## config.mk

```make
export PLATFORM = sky130hd
export DESIGN_NAME = mbx_bank
export DESIGN_NICKNAME = d
export VERILOG_FILES = /design/src/rtl/mbx_pkg.sv /design/src/rtl/mbx_decode.sv /design/src/rtl/mbx_cell.sv /design/src/rtl/mbx_rdmux.sv /design/src/rtl/mbx_bank.sv
export SDC_FILE = /design/constraint.sdc
export NUM_CORES = 1
export LEC_CHECK = 0
export CORE_MARGIN = 5
export CORE_UTILIZATION = 30
export CTS_CLUSTER_SIZE = 12
export DETAILED_ROUTE_END_ITERATION = 8
export PLACE_DENSITY = 0.55
export SKIP_LAST_GASP = 1
export SLEW_MARGIN = 5
export SYNTH_ARGS = -nofsm -noshare
export SYNTH_HDL_FRONTEND = slang
export SYNTH_HIERARCHICAL = 1
export SYNTH_SLANG_ARGS = --single-unit
```

## constraint.sdc

```tcl
create_clock -name clk -period 34.1 [get_ports clk]
set_clock_uncertainty 0.2 [all_clocks]
set_input_delay 3.41 -clock clk [delete_from_list [all_inputs] [get_ports clk]]
set_output_delay 3.41 -clock clk [all_outputs]
set_load 0.05 [all_outputs]
```

## src/rtl/mbx_pkg.sv

```systemverilog
package mbx_pkg;
  typedef enum logic [1:0] {
    WIN_NONE = 2'd0,
    WIN_SET  = 2'd1,
    WIN_CLR  = 2'd2
  } win_e;
endpackage

```

## src/rtl/mbx_decode.sv

```systemverilog
module mbx_decode
  import mbx_pkg::*;
#(
  parameter int AW       = 8,
  parameter int NUM_BOX  = 16,
  parameter int SET_BASE = 128,
  localparam int IDXW    = $clog2(NUM_BOX)
) (
  input  logic [AW-1:0]   addr,
  output win_e            win,
  output logic [IDXW-1:0] idx
);
  localparam int WIN_BYTES = NUM_BOX * 4;
  localparam int CLR_BASE  = SET_BASE + WIN_BYTES;
  localparam int CLR_END   = CLR_BASE + WIN_BYTES;

  logic [AW:0]   a_ext;
  logic          in_set;
  logic          in_clr;
  logic [AW-1:0] off;

  always_comb begin
    a_ext  = {1'b0, addr};
    in_set = (a_ext >= (AW+1)'(SET_BASE)) && (a_ext < (AW+1)'(CLR_BASE));
    in_clr = (a_ext >= (AW+1)'(CLR_BASE)) && (a_ext < (AW+1)'(CLR_END));
    off    = in_clr ? (addr - AW'(CLR_BASE)) : (addr - AW'(SET_BASE));
    idx    = IDXW'(off >> 2);
    if (in_clr)      win = WIN_CLR;
    else if (in_set) win = WIN_SET;
    else             win = WIN_NONE;
  end
endmodule

```

## src/rtl/mbx_cell.sv

```systemverilog
module mbx_cell #(
  parameter int DW = 32
) (
  input  logic          clk,
  input  logic          rst_n,
  input  logic          set_en,
  input  logic          clr_en,
  input  logic [DW-1:0] wdata,
  output logic [DW-1:0] q,
  output logic          nz
);
  logic [DW-1:0] q_nxt;
  logic          q_en;

  always_comb begin
    q_en  = set_en | clr_en;
    q_nxt = q;
    if (set_en) q_nxt = q_nxt | wdata;
    if (clr_en) q_nxt = q_nxt & ~wdata;
  end

  always_ff @(posedge clk or negedge rst_n) begin
    if (!rst_n)    q <= '0;
    else if (q_en) q <= q_nxt;
  end

  assign nz = |q;

  assert_set_bits_R2: assert property (@(posedge clk) disable iff (!rst_n)
    (set_en && !clr_en) |=> ((q & $past(wdata)) == $past(wdata)));

  assert_clear_bits_R3: assert property (@(posedge clk) disable iff (!rst_n)
    clr_en |=> ((q & $past(wdata)) == '0));

  assert_idle_hold_R9: assert property (@(posedge clk) disable iff (!rst_n)
    (!set_en && !clr_en) |=> $stable(q));
endmodule

```

## src/rtl/mbx_rdmux.sv

```systemverilog
module mbx_rdmux
  import mbx_pkg::*;
#(
  parameter int DW      = 32,
  parameter int NUM_BOX = 16,
  localparam int IDXW   = $clog2(NUM_BOX)
) (
  input  logic                  clk,
  input  logic                  rst_n,
  input  logic                  rd_en,
  input  win_e                  win,
  input  logic [IDXW-1:0]       idx,
  input  logic [NUM_BOX*DW-1:0] vals,
  output logic [DW-1:0]         rdata,
  output logic                  rd_err
);
  logic [DW-1:0] rdata_nxt;
  logic          err_nxt;

  always_comb begin
    if (win == WIN_CLR) begin
      rdata_nxt = vals[idx*DW +: DW];
      err_nxt   = 1'b0;
    end else begin
      rdata_nxt = '0;
      err_nxt   = 1'b1;
    end
  end

  always_ff @(posedge clk or negedge rst_n) begin
    if (!rst_n) begin
      rdata  <= '0;
      rd_err <= 1'b0;
    end else if (rd_en) begin
      rdata  <= rdata_nxt;
      rd_err <= err_nxt;
    end
  end

  assert_err_zero_R7: assert property (@(posedge clk) disable iff (!rst_n)
    rd_err |-> (rdata == '0));
endmodule

```

## src/rtl/mbx_bank.sv

```systemverilog
module mbx_bank
  import mbx_pkg::*;
#(
  parameter int AW        = 8,
  parameter int DW        = 32,
  parameter int NUM_CORES = 4,
  parameter int PER_CORE  = 4,
  parameter int SET_BASE  = 128,
  localparam int NUM_BOX  = NUM_CORES * PER_CORE,
  localparam int IDXW     = $clog2(NUM_BOX)
) (
  input  logic               clk,
  input  logic               rst_n,
  input  logic [AW-1:0]      bus_addr,
  input  logic               bus_wr,
  input  logic               bus_rd,
  input  logic [DW-1:0]      bus_wdata,
  output logic [DW-1:0]      bus_rdata,
  output logic               bus_rd_err,
  output logic [NUM_BOX-1:0] mbx_pending
);
  logic [1:0]            rst_sync;
  logic                  rst_int_n;
  win_e                  win;
  logic [IDXW-1:0]       idx;
  logic [NUM_BOX*DW-1:0] vals;

  always_ff @(posedge clk or negedge rst_n) begin
    if (!rst_n) rst_sync <= 2'b00;
    else        rst_sync <= {rst_sync[0], 1'b1};
  end
  assign rst_int_n = rst_sync[1];

  mbx_decode #(
    .AW       (AW),
    .NUM_BOX  (NUM_BOX),
    .SET_BASE (SET_BASE)
  ) u_decode (
    .addr (bus_addr),
    .win  (win),
    .idx  (idx)
  );

  for (genvar k = 0; k < NUM_BOX; k++) begin : g_box
    logic set_k;
    logic clr_k;
    assign set_k = bus_wr && (win == WIN_SET) && (idx == IDXW'(k));
    assign clr_k = bus_wr && (win == WIN_CLR) && (idx == IDXW'(k));
    mbx_cell #(.DW(DW)) u_cell (
      .clk    (clk),
      .rst_n  (rst_int_n),
      .set_en (set_k),
      .clr_en (clr_k),
      .wdata  (bus_wdata),
      .q      (vals[k*DW +: DW]),
      .nz     (mbx_pending[k])
    );
  end

  mbx_rdmux #(
    .DW      (DW),
    .NUM_BOX (NUM_BOX)
  ) u_rdmux (
    .clk    (clk),
    .rst_n  (rst_int_n),
    .rd_en  (bus_rd),
    .win    (win),
    .idx    (idx),
    .vals   (vals),
    .rdata  (bus_rdata),
    .rd_err (bus_rd_err)
  );

  assert_pending_rise_R5: assert property (@(posedge clk) disable iff (!rst_int_n)
    ((mbx_pending & ~$past(mbx_pending)) != '0) |-> $past(bus_wr && (win == WIN_SET)));

  assert_unmapped_write_R8: assert property (@(posedge clk) disable iff (!rst_int_n)
    (bus_wr && (win == WIN_NONE)) |=> $stable(mbx_pending));
endmodule

```

==> impl_metrics.py <==
metrics = {
    "floorplan": {
        "die_w_um": 302,
        "start_util": 0.301,
        "rows": 107,
        "boundaryPins": 93,
        "coreArea_sq_um": 84900,
        "dieArea_sq_um": 91200,
        "die_h_um": 302,
    },
    "worst_setup_path": {
        "crit_required_ns": 30.49,
        "cp_cell_sequence": "nor4_1 > nand4_1 > or2_1 > clkdlybuf4s50_1",
        "path_class": "reg2out",
        "cpPeakStageDelay_ns": 0.71,
        "arrival_ns": 3.11,
        "crit_slowest_cell": "clkdlybuf4s50_1",
        "cp_max_fo": 3,
        "start_kind": "register",
        "crit_path_end_kind": "primary output",
    },
    "yosys": {
        "syn_inst": 2314,
        "async_reset_ff_frac": 1.00,
        "yosys.cell_types.count": 38,
        "synth_edf_count": 0,
        "yosys-top-cells-area": "dfrtp_1 54%, a21oi_1 21%, mux4_1 5.3%, mux4_2 4.0%, nor4_1 2.9%",
        "synthTopCellsByCount": "1055 x a21oi_1, 547 x dfrtp_1, 118 x nor4_1",
        "synth_nets": 2358,
        "synth-seq-cells": 547,
        "syn-cell-area_sq_um": 25600,
        "yosysMostFrequentCell": "a21oi_1",
        "avgSynthCellArea_sq_um": 11.1,
        "synth.top_cell.area_share": 0.535,
        "synth_top_cell_by_area": "dfrtp_1",
        "yosysSeqAreaShare": 0.535,
        "synth_warnings": 6,
        "synth_ff_type": "dfrtp_1",
    },
    "routing": {
        "wl_mm": 79.7,
        "first_iter_violations": 2174,
        "antenna_left": 0,
        "viasPerCell": 5.74,
        "wl_per_cell_um": 22.5,
        "vias": 20400,
        "dr.pass1.iters": 5,
        "drc": 0,
    },
    "cts": {
        "cts_buffer_depth": 3,
        "clk_pin_slew_ns": 0.06,
        "cts_sinks": 547,
        "cts_tree": "yes",
        "cts_max_level": 2,
        "post_cts_resized": 0,
        "insertion_delay_ns": 0.61,
        "cts_setup_buffers": 0,
        "cts-hold-fix-buffers": 0,
        "cts_root_buffer": "clkbuf_16",
        "cts-buffers-inserted": 56,
    },
    "cells_and_area": {
        "area_delta_synth_final_pct": 15.1,
        "multi_input_area_sq_um": 11100,
        "drive_above_1_share": 0.114,
        "fin_cells": 3549,
        "n_fill_cell": 8367,
        "final-seq-area_sq_um": 13700,
        "fin_nets": 2406,
    },
    "global_routing": {
        "grt_pass1_wl_mm": 123,
        "antenna_found_initial": 3,
        "grt_start_max_net_pins": 153,
        "track_usage": 0.170,
        "grt_pass1_vias": 20000,
        "overflow": 0,
    },
    "timing": {
        "drv_slew": 0,
        "rsz0062_at_grt": "false",
        "hold_viol_final": 0,
        "min_period_ns": 6.72,
        "slew_headroom": 0.166,
        "fin_crit_sh": 0.197,
        "whs_ns": 0.156,
        "fmax_mhz": 149,
        "worstMarginPinSlew_ns": 1.25,
        "setup_tns_ns": 0,
        "setup_violations": 0,
    },
    "status": {
        "status": "completed",
    },
    "pwr": {
        "power_mw": 1.65,
        "peakVddDrop_v": 0.0000348,
        "powerDensity_nw_per_um2": 56.0,
        "leakage_nw": 12.9,
    },
    "placement": {
        "place_inst": 3448,
        "gp_congestion": 0.860,
        "io_buffers": 90,
        "dp_hpwl_mm": 54.1,
    },
    "run": {
        "drv_cap": 0,
    },
    "worst_hold_path": {
        "min_path_type": "reg2reg",
    },
}
[cell usage in the layout (no fill, tap or decap), types with 2 or more instances in the layout]
cell type,Yosys,layout
mux4_2,45,45
nor4_2,16,22
and2b_1,26,26
dfrtp_1,547,546
or2_1,16,16
nor2b_1,7,6
nand4bb_1,4,4
clkdlybuf4s50_1,0,87
clkinv_2,0,2
nand4_1,32,32
nor2_2,1,20
or4b_1,3,3
diode_2,0,3
nand2b_1,2,2
buf_4,10,58
a221oi_1,31,31
mux2i_1,63,63
nor4_1,118,112
mux4_1,52,52
o21ai_0,32,32
nand4b_1,3,3
clkbuf_16,0,58
buf_12,0,2
clkbuf_1,46,19
a21oi_1,1055,1055
nand2_1,33,33
mux2_2,32,32
and2_2,2,2
clkbuf_8,0,16
bufinv_16,0,2
nand3b_1,3,3
nor3_2,0,6
[per-stage QoR]
stage                     utilization  setup WS [ns]  area [sq um]
after CTS                       0.347          27.40         29400
after global routing            0.347          27.17         29400
after global placement          0.325          27.80         27600
final                           0.347          27.38         29400
after detailed placement        0.325          27.69         27600
after floorplan                     -          17.52         25600
[final timing paths]
check	from	end	slack, ns	cells after the start
min in group asynchronous	rst_sync[1]	u_rdmux/rdata[21]	0.31	0
max in group asynchronous	rst_sync[1]	g_box[15].u_cell/q[28]	30.74	2
hold / removal	rst_sync[0]	rst_sync[1]	0.16	0
setup / recovery	g_box[0].u_cell/q[13]	mbx_pending[0]	27.38	4
hold reg to reg	rst_sync[0]	rst_sync[1]	0.16	0
setup reg to reg	rst_sync[1]	g_box[15].u_cell/q[28]	30.74	2
[critical path: cells and delay by family (launching register included)]
family        cells  cell delay (ns)
buf+inv           1             0.71
flops             1             0.40
simple gates      3             1.39
[metal layers]
metal	global-route usage	wire length (um)
met1	0.249	35500
met2	0.270	37400
met3	0.0242	5150
met4	0.0392	1670
met5	0	0
[flip-flops by register name (all words and copies together), names as in the netlist]
register        cells
g_box.u_cell/q    512
u_rdmux/rdata      32
u_rdmux/rd_err      1
rst_sync            2
[power by group]
group | leakage [nW] | total [mW] | switching (mW) | internal (mW)
sequential | 7.36 | 0.786 | 0.0661 | 0.720
combinational | 4.68 | 0.247 | 0.145 | 0.102
clock | 0.895 | 0.614 | 0.254 | 0.360
total | 12.9 | 1.65 | 0.465 | 1.18
[area by class of cell]
type | instances | area share
diodes | 3 | 0.000255
clock buffers | 93 | 0.0592
clock inverters | 5 | 0.00293
inverters | 1 | 0.000128
multi-input cells | 1607 | 0.377
flip-flops and latches | 547 | 0.465
well taps | 1144 | 0.0486
repair buffers | 149 | 0.0463
[cell families after synthesis]
group | synth area share
AO/OA/AOI/OAI | 0.224
multiplexers | 0.132
buffers and inverters | 0.0355
flip-flops | 0.535
other | 0.000147
AND/OR/NAND/NOR | 0.0737
(Power assumes the default switching activity.)
